File: config.mk
export PLATFORM = sky130hd
export DESIGN_NAME = adc_ctrl_responder
export DESIGN_NICKNAME = d
export VERILOG_FILES = /design/src/rtl/adc_resp_pkg.sv /design/src/rtl/adc_resp_ctrl.sv /design/src/rtl/adc_resp_datapath.sv /design/src/rtl/adc_ctrl_responder.sv
export SDC_FILE = /design/constraint.sdc
export NUM_CORES = 1
export LEC_CHECK = 0
export BUFFER_PORTS_ARGS = -buffer_cell sky130_fd_sc_hd__buf_4
export CAP_MARGIN = 30
export CORE_MARGIN = 1.5
export CORE_UTILIZATION = 39
export CTS_CLUSTER_DIAMETER = 50
export CTS_CLUSTER_SIZE = 24
export DETAILED_ROUTE_END_ITERATION = 10
export PLACE_DENSITY = 0.72
export SLEW_MARGIN = 20
export SYNTH_ARGS = -nofsm -noshare
export SYNTH_HDL_FRONTEND = slang
export SYNTH_SLANG_ARGS = --single-unit
File: constraint.sdc
create_clock -name sclk -period 2 [get_ports sclk]
set_clock_uncertainty 0.15 [all_clocks]
set_input_delay 0.4 -clock sclk [delete_from_list [all_inputs] [get_ports sclk]]
set_output_delay 0.4 -clock sclk [all_outputs]
set_load 0.05 [all_outputs]
File: src/rtl/adc_resp_pkg.sv
package adc_resp_pkg;

  typedef enum logic [1:0] {
    ST_IDLE  = 2'd0,
    ST_CTRL  = 2'd1,
    ST_STRB  = 2'd2,
    ST_SHIFT = 2'd3
  } respState_t;

  // strobes from control to datapath
  typedef struct packed {
    logic shiftIn;    // take din into the command shifter
    logic latchByte;  // last command bit: store command, capture sample
    logic shiftOut;   // result bits are being driven
  } respStrobes_t;

endpackage

File: src/rtl/adc_resp_ctrl.sv
module adc_resp_ctrl
  import adc_resp_pkg::*;
#(
  parameter int CTRL_BITS = 8,
  parameter int RES_BITS  = 12
) (
  input  logic         sclk,
  input  logic         rstN,
  input  logic         csN,
  input  logic         din,
  output respStrobes_t st,
  output logic         strobe
);

  localparam int MAX_BITS = (CTRL_BITS > RES_BITS) ? CTRL_BITS : RES_BITS;
  localparam int CNT_W    = $clog2(MAX_BITS + 1);
  localparam logic [CNT_W-1:0] CTRL_LAST = CNT_W'(CTRL_BITS - 1);
  localparam logic [CNT_W-1:0] RES_LAST  = CNT_W'(RES_BITS - 1);

  respState_t       state;
  logic [CNT_W-1:0] cnt;

  always_ff @(posedge sclk or negedge rstN) begin
    if (!rstN) begin
      state <= ST_IDLE;
      cnt   <= '0;
    end else if (csN) begin
      state <= ST_IDLE;
      cnt   <= '0;
    end else begin
      case (state)
        ST_IDLE: begin
          if (din) begin
            state <= ST_CTRL;
            cnt   <= CNT_W'(1);
          end
        end
        ST_CTRL: begin
          if (cnt == CTRL_LAST) begin
            state <= ST_STRB;
            cnt   <= '0;
          end else begin
            cnt <= cnt + 1'b1;
          end
        end
        ST_STRB: begin
          state <= ST_SHIFT;
          cnt   <= '0;
        end
        ST_SHIFT: begin
          if (cnt == RES_LAST) begin
            state <= ST_IDLE;
            cnt   <= '0;
          end else begin
            cnt <= cnt + 1'b1;
          end
        end
        default: begin
          state <= ST_IDLE;
          cnt   <= '0;
        end
      endcase
    end
  end

  always_comb begin
    st.shiftIn   = !csN && ((state == ST_IDLE && din) || state == ST_CTRL);
    st.latchByte = !csN && (state == ST_CTRL) && (cnt == CTRL_LAST);
    st.shiftOut  = (state == ST_SHIFT);
  end

  assign strobe = (state == ST_STRB);

  // the strobe never lasts past one serial clock period
  p_strobe_single_r3: assert property (@(posedge sclk) disable iff (!rstN)
    strobe |=> !strobe);

  // select high forces idle at the next edge
  p_abort_idle_r9: assert property (@(posedge sclk) disable iff (!rstN)
    csN |=> (state == ST_IDLE && !strobe));

  // the command bit counter stays within one byte
  p_ctrl_count_r2: assert property (@(posedge sclk) disable iff (!rstN)
    (state == ST_CTRL) |-> (cnt >= CNT_W'(1) && cnt <= CTRL_LAST));

  // strobe is always followed by the result phase or an abort
  p_strobe_then_shift_r8: assert property (@(posedge sclk) disable iff (!rstN)
    (strobe && !csN) |=> st.shiftOut);

endmodule

File: src/rtl/adc_resp_datapath.sv
module adc_resp_datapath
  import adc_resp_pkg::*;
#(
  parameter int CTRL_BITS    = 8,
  parameter int RES_BITS     = 12,
  parameter int NUM_CH       = 8,
  parameter int CH_FIELD_LSB = 4
) (
  input  logic                       sclk,
  input  logic                       rstN,
  input  logic                       csN,
  input  logic                       din,
  input  logic [NUM_CH*RES_BITS-1:0] sampleBus,
  input  respStrobes_t               st,
  output logic                       dout,
  output logic [CTRL_BITS-1:0]       ctrlReg
);

  localparam int CH_W = $clog2(NUM_CH);

  logic [CTRL_BITS-2:0] byteShift;
  logic [CTRL_BITS-1:0] fullByte;
  logic [CH_W-1:0]      chanSel;
  logic [RES_BITS-1:0]  chanWord [NUM_CH];
  logic [RES_BITS-1:0]  selWord;
  logic [RES_BITS-1:0]  resShift;

  for (genvar c = 0; c < NUM_CH; c++) begin : g_chan
    assign chanWord[c] = sampleBus[c*RES_BITS +: RES_BITS];
  end

  assign fullByte = {byteShift, din};
  assign chanSel  = fullByte[CH_FIELD_LSB +: CH_W];
  assign selWord  = chanWord[chanSel];

  always_ff @(posedge sclk or negedge rstN) begin
    if (!rstN) begin
      byteShift <= '0;
      ctrlReg   <= '0;
      resShift  <= '0;
    end else begin
      if (st.shiftIn) begin
        byteShift <= fullByte[CTRL_BITS-2:0];
      end
      if (st.latchByte) begin
        ctrlReg  <= fullByte;
        resShift <= selWord;
      end else if (st.shiftOut) begin
        resShift <= {resShift[RES_BITS-2:0], 1'b0};
      end
    end
  end

  // result bits change on the falling edge
  always_ff @(negedge sclk or negedge rstN) begin
    if (!rstN) begin
      dout <= 1'b0;
    end else begin
      dout <= (st.shiftOut && !csN) ? resShift[RES_BITS-1] : 1'b0;
    end
  end

  // the command register only moves on a completed byte
  p_ctrl_hold_r6: assert property (@(posedge sclk) disable iff (!rstN)
    !st.latchByte |=> $stable(ctrlReg));

  // outside the result phase the falling-edge output stays low
  p_dout_quiet_r5: assert property (@(posedge sclk) disable iff (!rstN)
    !st.shiftOut |-> !dout);

  // a stored command always carries its leading one
  p_lead_one_r1: assert property (@(posedge sclk) disable iff (!rstN)
    st.latchByte |=> ctrlReg[CTRL_BITS-1]);

endmodule

File: src/rtl/adc_ctrl_responder.sv
module adc_ctrl_responder
  import adc_resp_pkg::*;
#(
  parameter int CTRL_BITS    = 8,
  parameter int RES_BITS     = 12,
  parameter int NUM_CH       = 8,
  parameter int CH_FIELD_LSB = 4
) (
  input  logic                       sclk,
  input  logic                       rstN,
  input  logic                       csN,
  input  logic                       din,
  input  logic [NUM_CH*RES_BITS-1:0] sampleBus,
  output logic                       strobe,
  output logic                       dout,
  output logic [CTRL_BITS-1:0]       ctrlReg
);

  respStrobes_t st;

  adc_resp_ctrl #(
    .CTRL_BITS (CTRL_BITS),
    .RES_BITS  (RES_BITS)
  ) ctrl_i (
    .sclk   (sclk),
    .rstN   (rstN),
    .csN    (csN),
    .din    (din),
    .st     (st),
    .strobe (strobe)
  );

  adc_resp_datapath #(
    .CTRL_BITS    (CTRL_BITS),
    .RES_BITS     (RES_BITS),
    .NUM_CH       (NUM_CH),
    .CH_FIELD_LSB (CH_FIELD_LSB)
  ) dp_i (
    .sclk      (sclk),
    .rstN      (rstN),
    .csN       (csN),
    .din       (din),
    .sampleBus (sampleBus),
    .st        (st),
    .dout      (dout),
    .ctrlReg   (ctrlReg)
  );

endmodule

; ---- Word-level counts from Yosys, hierarchy flattened
; Index checks and enable logic that the tools add are counted.
[word_totals]
regBits = 34
inputBits = 100
wordCells = 43
[op_classes]
n_addsub = 1
order_cmp = 1
eq_ne = 8
n_mux = 16
bitwise = 1
reduce_logical = 10
[op_table]
columns = cell, count
row1 = 2-to-1 mux 12 bit, 4
row2 = binary-select mux 12 bit (select 3 bit), 1
row3 = 2-to-1 mux 4 bit, 4
row4 = case mux 4 bit (4 select lines), 1
row5 = inequality test 3 bit (second input constant), 3
row6 = 2-to-1 mux 2 bit, 4
row7 = case mux 2 bit (4 select lines), 1
row8 = logical AND 1 bit, 5
row9 = adder 4 x 1 -> 4 bit (second input constant), 1
row10 = == test 2 bit (second input constant), 2
row11 = == test 4 x 3 -> 1 bit (second input constant), 1
row12 = == test 4 bit (second input constant), 1
row13 = greater-or-equal comparator 4 bit (second input constant), 1
row14 = NOT 3 -> 4 bit, 1
row15 = AND reduction 3 bit, 1
row16 = == test 2 x 1 -> 1 bit (second input constant), 1
row17 = logical NOT 2 bit, 1
row18 = nonzero test 2 bit, 1
row19 = logical NOT 1 bit, 1
row20 = logical OR 1 bit, 1
row21 = 2-to-1 mux 1 bit, 1

; ---- Logic depth before layout (Yosys ltp)
; Gate-level depths: netlist of run 1.
[depth]
word_depth = 5
ltp_mapped = 7
depth_no_buf = 6

; ---- Modules after synthesis
; Synthesis of run 1 repeated with hierarchy kept, for this count alone.
[unflattened]
hier_cells = 253
area_unflattened_um2 = 2529.9
[by_module_without_submodules]
columns = mod, n_inst, cells_each, area_per_inst_um2, seq_area_each_um2
row1 = adc_resp_datapath, 1, 201, 2026.9, 700.7
row2 = adc_resp_ctrl, 1, 52, 503.0, 150.1

==> reports/results.txt, run 1 <==
The run finished, with violations left. The final reports fail on negative setup slack. Gate family responsible for the most delay along the worst path: flip-flops. Dividing the synthesized area by the synthesized cell count gives 13.0 um^2.

The clock input transition at the sequential cells of the worst setup and hold paths came out at 70 ps. Busiest layer in global routing: met2. Relative to the synthesized area, the layout overhead comes to 44.6%. The cell type with the highest aggregate area in the netlist was sky130_fd_sc_hd__dfrtp_1. The weighted congestion reported at the end of routability-driven placement was 0.804; the cell area after technology mapping was 0.00243 mm^2. The logs give 28 for the standard-cell row count and 1450 ps for the required time of the critical path.

In this run, post-CTS hold repair placed 0 buffers. The number of primary I/O pins was 110. The die is 82.0 um wide. The tools report the clock latency of the later-clocked register in the worst-skew pair as 280 ps. The startpoint-to-endpoint class of the critical path is reg -> out.

The fraction of final layout cells with drive strength greater than 1 is 0.570, and the number of buffers between clock root and the deepest sink is 2. The combined buffer and inverter count along the critical path came out at 1. The count of final setup violators came out at 1.

Quantity of I/O buffers inserted on ports: 109. Most frequent cell after synthesis: sky130_fd_sc_hd__dfrtp_1. The tightest slew margin relative to the limit was 0.502.

The tightest min-delay check is of the in -> async type. Timing analysis after detailed placement gives a worst setup slack of -103 ps. The run gives 293 as the synthesized net count.

The residual antenna-violating net count after detailed routing is 0, and the largest net degree at the start of global routing is 34. TritonCTS built the clock tree. The number of cells on the worst reg-to-reg path is 2. The count of nets after finishing came out at 410.

The y dimension of the die came out at 82.0 um. The tools report the startpoint of the most critical register-to-register path as ctrl_i.state[1]$_DFFE_PN0P_. The worst voltage drop across the vdd grid was 0.521 mV; the final critical-path setup slack was -389 ps.

Synthesis inferred 34 register bits. The worst hold slack is 0.207 ps. The worst-path maximum fanout works out to 1. The number of warning messages in the yosys log was 0.

The region available for standard cell placement spans 0.00596 mm^2. The leakage power is 0.00170 uW. The logs give 0 for the max-capacitance violation count and 0.195 for the all-layer global routing usage. The maximum level of the CTS H-tree is 2, and the number of distinct library cell variants in the gate-level netlist after synthesis is 37.

The run gives 4.88 mm as the total half-perimeter wirelength after legalization and detailed placement. Met3 track utilization from global routing: 0.0467. Yosys mapped a number of flops with a built-in enable equal to 0. The repair_antennas step left the layout with diodes totalling 0. The worst register-to-register path ends at dp_i.dout$_DFF_NN0_.

Number of design rule violations left after detail routing: 0. The worst-path cell with the longest stage delay was sky130_fd_sc_hd__dfrtn_1. Dividing the detail-routed wire length by the instance count gives 16.4 um. Wires add up to 6.25 mm.

The logs give 0.334 for the met2 demand-to-capacity share in global routing and 0 for the final max-slew violation count. In this run, CTS created clock tree buffers numbering 5. The share of the synthesized area in the top cell type works out to 0.340. The total overflow left after global routing is 0.

The total count of hold-check failures in the final report is 0. The die outline area was 0.00672 mm^2; the per-cell via count in the routed design was 5.32. The power per cell area was 941 mW/mm^2; the proportion of synthesized flip-flops having asynchronous set or reset was 1.00. Traced cell by cell, the critical path runs through buf_6.

The global-route met1 utilization was 0.246; the via count of the first global-routing pass was 2039. Setup repair after global routing could not meet its margin everywhere. The cell count after synthesis came out at 187.

In this run, the number of DRC markers left after iteration 0 of detailed routing was 97. Counting instances in the post-synthesis netlist gives the leading cell types as sky130_fd_sc_hd__dfrtp_1 (33), sky130_fd_sc_hd__mux4_2 (18), sky130_fd_sc_hd__a21oi_1 (14). The tree is rooted in a sky130_fd_sc_hd__clkbuf_8. The effective utilization at floorplan came out at 0.408. Clock tree synthesis found a total of 34 sinks. The first global-routing pass estimated 9.86 mm of wire. Maximum single-stage delay on the critical path: 400 ps. The primary flip-flop cell chosen by synthesis mapping was sky130_fd_sc_hd__dfrtp_1. At the worst endpoint, the arrival time is 1840 ps.

The run gives 10 ps as the slack of the worst reg-to-reg path. Detailed routing inserted a total of 2022 vias. The run gives 0 as the initial antenna violation count. The transition time at the pin with the least slew margin works out to 747 ps. The number of iterations in the first detailed-routing pass came out at 4.

The sort of element at the end of the critical path was an output pin. The kind of start point of the critical path was a flip-flop. By area the synthesized netlist is led by sky130_fd_sc_hd__dfrtp_1 (34%), sky130_fd_sc_hd__mux4_2 (17%), sky130_fd_sc_hd__mux4_1 (6.5%). For the post-synthesis sequential area ratio, the log shows 0.350.
-- worst max path at each step --
| stage | startpoint | endpoint | slack [ps] | depth (start not counted) |
|---|---|---|---|---|
| CTS | dp_i.dout$_DFF_NN0_ | dout | -400 | 1 |
| global placement | dp_i.dout$_DFF_NN0_ | dout | -110 | 1 |
| floorplan | ctrl_i.state[0]$_DFFE_PN0P_ | dp_i.dout$_DFF_NN0_ | -330 | 4 |
| finish | dp_i.dout$_DFF_NN0_ | dout | -390 | 1 |
| detailed placement | dp_i.dout$_DFF_NN0_ | dout | -100 | 1 |
| global route | dp_i.dout$_DFF_NN0_ | dout | -430 | 1 |
-- cells by family (layout without fill, tap and decap cells) --
| logic type | after synthesis | count (layout) | share of synthesized area |
|---|---|---|---|
| AO/OA/AOI/OAI | 34 | 34 | 0.0885 |
| buffers and inverters | 21 | 139 | 0.0607 |
| AND/OR/NAND/NOR | 42 | 42 | 0.118 |
| multiplexers | 50 | 50 | 0.352 |
| adder cells (fa/ha/maj) | 6 | 6 | 0.0309 |
| flip-flops | 34 | 34 | 0.350 |
-- stage by stage --
stage,TNS (ps),total power (uW),util,cell area [um^2],std cells
finish,-389,3310,0.591,3520,380
global route,-458,3560,0.591,3520,380
CTS,-398,3320,0.584,3480,378
detailed placement,-118,2790,0.567,3370,370
global placement,-118,2750,0.567,3370,370
floorplan,-530,2330,-,2460,187
-- per-layer routing --
layer,up-vias,part of all wire
met5,-,0
met4,0,0.017
met3,13,0.040
met2,55,0.52
met1,989,0.42
li1,965,-
-- cell type report --
class                   count  area (um^2)
well taps                  75         93.8
repair buffers            125          981
fillers                   520         2440
inverters                   6         22.5
flip-flops and latches     34          851
clock inverters             1         5.00
clock buffers               7         86.3
multi-input cells         132         1480
-- where the power goes --
| part | switching (uW) | internal, uW | total [uW] |
|---|---|---|---|
| Combinational | 696 | 1060 | 1750 |
| Clock | 232 | 277 | 510 |
| Sequential | 201 | 845 | 1050 |
-- placed cells by master, fill, tap and decap left out, types with 2 or more instances in the layout --
cell                       count
sky130_fd_sc_hd__a211oi_1     11
sky130_fd_sc_hd__a21oi_1      14
sky130_fd_sc_hd__and4bb_1      2
sky130_fd_sc_hd__buf_12        3
sky130_fd_sc_hd__buf_4       119
sky130_fd_sc_hd__buf_6         2
sky130_fd_sc_hd__clkbuf_8      6
sky130_fd_sc_hd__dfrtp_1      33
sky130_fd_sc_hd__ha_1          3
sky130_fd_sc_hd__ha_4          2
sky130_fd_sc_hd__inv_1         5
sky130_fd_sc_hd__mux2_2       10
sky130_fd_sc_hd__mux2_4        4
sky130_fd_sc_hd__mux2i_1      12
sky130_fd_sc_hd__mux4_1        6
sky130_fd_sc_hd__mux4_2       18
sky130_fd_sc_hd__nand2_1       7
sky130_fd_sc_hd__nand3_1       4
sky130_fd_sc_hd__nand3b_1      2
sky130_fd_sc_hd__nor2_1        3
sky130_fd_sc_hd__nor2b_1      12
sky130_fd_sc_hd__nor3_1        3
sky130_fd_sc_hd__nor3b_1       2
sky130_fd_sc_hd__o21ai_0       2
-- flip-flops by register name, summed over array words and instances, names as in the netlist --
signal,flops
ctrl_i.state,2
dp_i.resShift,12
dp_i.ctrlReg,8
ctrl_i.cnt,4
dp_i.dout,1
dp_i.byteShift,7
-- timing repair --
action | 4_1_cts | 5_1_grt
gates cloned | 0 | 1
resized for setup | 3 | 8
setup endpoints to repair | 6 | 11
buffers inserted | 0 | 1
pin swaps | 1 | 0
(Power assumes the default switching activity.)
==> run 2, diff against run 1 <==
Settings changed: PLACE_DENSITY 0.72 to 0.69.
Clock period 2 ns to 2.3 ns, I/O delays scaled along.
==> reports/results.txt, run 2 (same netlist as run 1, synthesis figures left out) <==
The number of cell instances on the worst register-to-register path came out at 2 (unchanged). The run gives 0.504 (-0.026) as the share of power burned in combinational logic. The worst setup path is launched from a flip-flop. Setup repair after global routing could not meet its margin everywhere. The startpoint of the most critical register-to-register path was ctrl_i.state[1]$_DFFE_PN0P_. The total CTS buffers was 5 (unchanged). The share of power burned in registers is 0.307 (-0.009). The logs give 0.00168 uW (-1.4%) for the leakage power and 6.12 mm (-2.0%) for the final wirelength. The tools report the die outline area as 0.00672 mm^2 (unchanged).

The worst hold path belongs to the class in -> async. The required time of the critical path is 1690 ps (+240 ps). The library cell used most frequently in the layout, excluding fill and tap cells, is sky130_fd_sc_hd__buf_4. The die width works out to 82.0 um (unchanged). Net switching power of the design: 971 uW (-14%). The run gives 0 (unchanged) as the total count of hold-check failures in the final report. The number of design rule violations left after detail routing came out at 0 (unchanged). The tools report the DRC violation total after the first TritonRoute iteration as 77 (-21%). Counting flops per register, the top entry is dp_i.resShift. Clock tree synthesis selected as its root buffer the cell sky130_fd_sc_hd__clkbuf_8. The logs give 1 (unchanged) for the count of final setup violators and 4 (unchanged) for the number of iterations in the first detailed-routing pass. For the largest net degree at the start of global routing, the log shows 34 (unchanged). The final antenna diode count is 0 (unchanged), and the switching part of the total is 0.333 (-0.00846). The count of nets after finishing is 405 (-1.2%). The per-cell via count in the routed design came out at 5.22 (-1.9%).

The part of the total power dissipated in the clock network is 0.190 (+0.036), and the number of clock sinks is 34 (unchanged). The largest individual stage delay along the critical path comes from the cell sky130_fd_sc_hd__dfrtn_1. The worst setup path is captured at an output pin. For the total overflow reported by the global router, the log shows 0 (unchanged).

The run gives 0 (unchanged) as the quantity of hold-fixing buffers added after cts. The largest registers in the layout are dp_i.resShift x12, dp_i.ctrlReg x8, dp_i.byteShift x7. Residual antenna-violating net count after detailed routing: 0 (unchanged). The run gives 4.81 mm (-1.6%) as the total half-perimeter wirelength after legalization and detailed placement. The tools report the final max-slew violation count as 0 (unchanged). The quantity of I/O buffers inserted on ports came out at 109 (unchanged). The clock input transition at the sequential cells of the worst setup and hold paths was 70 ps (about the same). Initial antenna violation count: 0 (unchanged). The effective utilization at floorplan is 0.408 (unchanged), and the weighted congestion reported at the end of routability-driven placement is 0.819 (+1.9%). The tools report the core area as 0.00596 mm^2 (unchanged). The arrival time of data at the critical path endpoint was 1990 ps (+150 ps); the maximum level of the CTS H-tree was 2 (unchanged). The number of buffers between clock root and the deepest sink was 2 (unchanged); the standard-cell row count was 28 (unchanged). The cell family contributing the most delay on the critical path is flip-flops. The run gives 367 (-0.81%) as the number of instances in the placed design. The number of primary I/O pins came out at 110 (unchanged). Tracing the worst setup path back leads to its startpoint at dp_i.dout$_DFF_NN0_. The tools report the tightest slew margin relative to the limit as 0.483 (-0.0191). Compared with the post-synthesis result, the final layout area differs by 42.1%. Traced cell by cell, the critical path runs through buf_6. The run gives 0.405 mV (-22%) as the worst voltage drop across the vdd grid. The internal power component was 1950 uW (-11%); the maximum single-stage delay on the critical path was 400 ps (about the same).

The combined buffer and inverter count along the critical path works out to 1 (unchanged). The depth of the critical timing path with buffers and inverters included works out to 1 (unchanged). The worst setup path is of the reg -> out kind. The slack of the worst reg-to-reg path is 90 ps (+80 ps), and the clock latency of the later-clocked register in the worst-skew pair is 280 ps (about the same). Critical register-to-register path endpoint: dp_i.dout$_DFF_NN0_. The post-placement worst setup slack is -11.3 ps (+92.1 ps).

The run finished, with violations left. The routed wirelength normalized by instance count works out to 16.4 um (-0.48%). All-layer global routing usage: 0.196 (+0.000992).

The tools report the worst hold slack as 57.2 ps (+57.0 ps). The transition time at the pin with the least slew margin works out to 775 ps (+28.6 ps). The final reports fail on negative setup slack. The run gives 1953 (-3.4%) as the count of vias placed by the detailed router. In the layout the commonest cells are sky130_fd_sc_hd__buf_4 (117), sky130_fd_sc_hd__dfrtp_1 (33), sky130_fd_sc_hd__mux4_2 (18). Setup fix buffers added after clock tree synthesis: 0 (unchanged). TritonCTS built the clock tree. The power per cell area is 844 mW/mm^2 (-10%), and the flip-flop count of the largest register, all copies and words added is 12 (unchanged). The y dimension of the die was 82.0 um (unchanged). The fraction of final layout cells with drive strength greater than 1 works out to 0.548 (-0.0220). The run gives 374 (-1.6%) as the final instance count without filler cells.

The max-capacitance violation count is 0 (unchanged), and the final critical-path setup slack is -301 ps (+88.2 ps). The worst-path maximum fanout is 1 (unchanged). The via count of the first global-routing pass was 2031 (-0.39%); the first-pass GRT wire length was 9.85 mm (-0.14%).
[run 2: changes by cell type in the layout (fill, tap and decap cells not counted), sizes merged]
cell	delta
bufinv	+1
clkbuf	-1
clkinv	-1
buf	-5
[run 2: how the worst max path moves through the flow]
stage                                endpoint  slack [ps]
after floorplan           dp_i.dout$_DFF_NN0_        -180
after global placement                   dout         -10
after detailed placement                 dout         -10
after CTS                                dout        -310
after global routing                     dout        -320
final                                    dout        -300
[run 2: what timing repair did]
item                                    in CTS  in global routing
resized for setup                            1                  0
endpoints found under the setup margin       1                  1
pin swaps                                    0                  0
[run 2: power groups by stage]
stage / sequential [uW] / combinational, uW / clock [uW]
after global routing: 912 / 1620 / 597
after CTS: 894 / 1500 / 569
after floorplan: 809 / 1220 / 0
final: 894 / 1470 / 553
after detailed placement: 903 / 1500 / 0
after global placement: 902 / 1470 / 0
[run 2: through the flow]
step / cell area (um^2) / utilization / total power, uW / TNS, ps
global route: 3460 / 0.580 / 3130 / -321
finish: 3460 / 0.580 / 2920 / -301
CTS: 3460 / 0.580 / 2960 / -310
floorplan: 2460 / - / 2030 / -290
global placement: 3340 / 0.561 / 2370 / -14.6
detailed placement: 3340 / 0.561 / 2400 / -11.3
[run 2: cell type report]
| cell class | instances | area (um^2) |
|---|---|---|
| clock buffer | 6 | 82.6 |
| clock inverter | 1 | 30.0 |
| fill | 494 | 2500 |
| inverter | 6 | 22.5 |
| multi-input combinational | 132 | 1450 |
| sequential | 34 | 851 |
| tap | 75 | 93.8 |
| timing repair buffer | 120 | 930 |
[run 2: routing by layer]
layer  vias to the layer above  share of wire  GRT usage
li1                        951              -          -
met1                       941           0.43      0.245
met2                        51           0.52      0.333
met3                        10          0.041     0.0500
met4                         0          0.015     0.0610
met5                         -              0          0
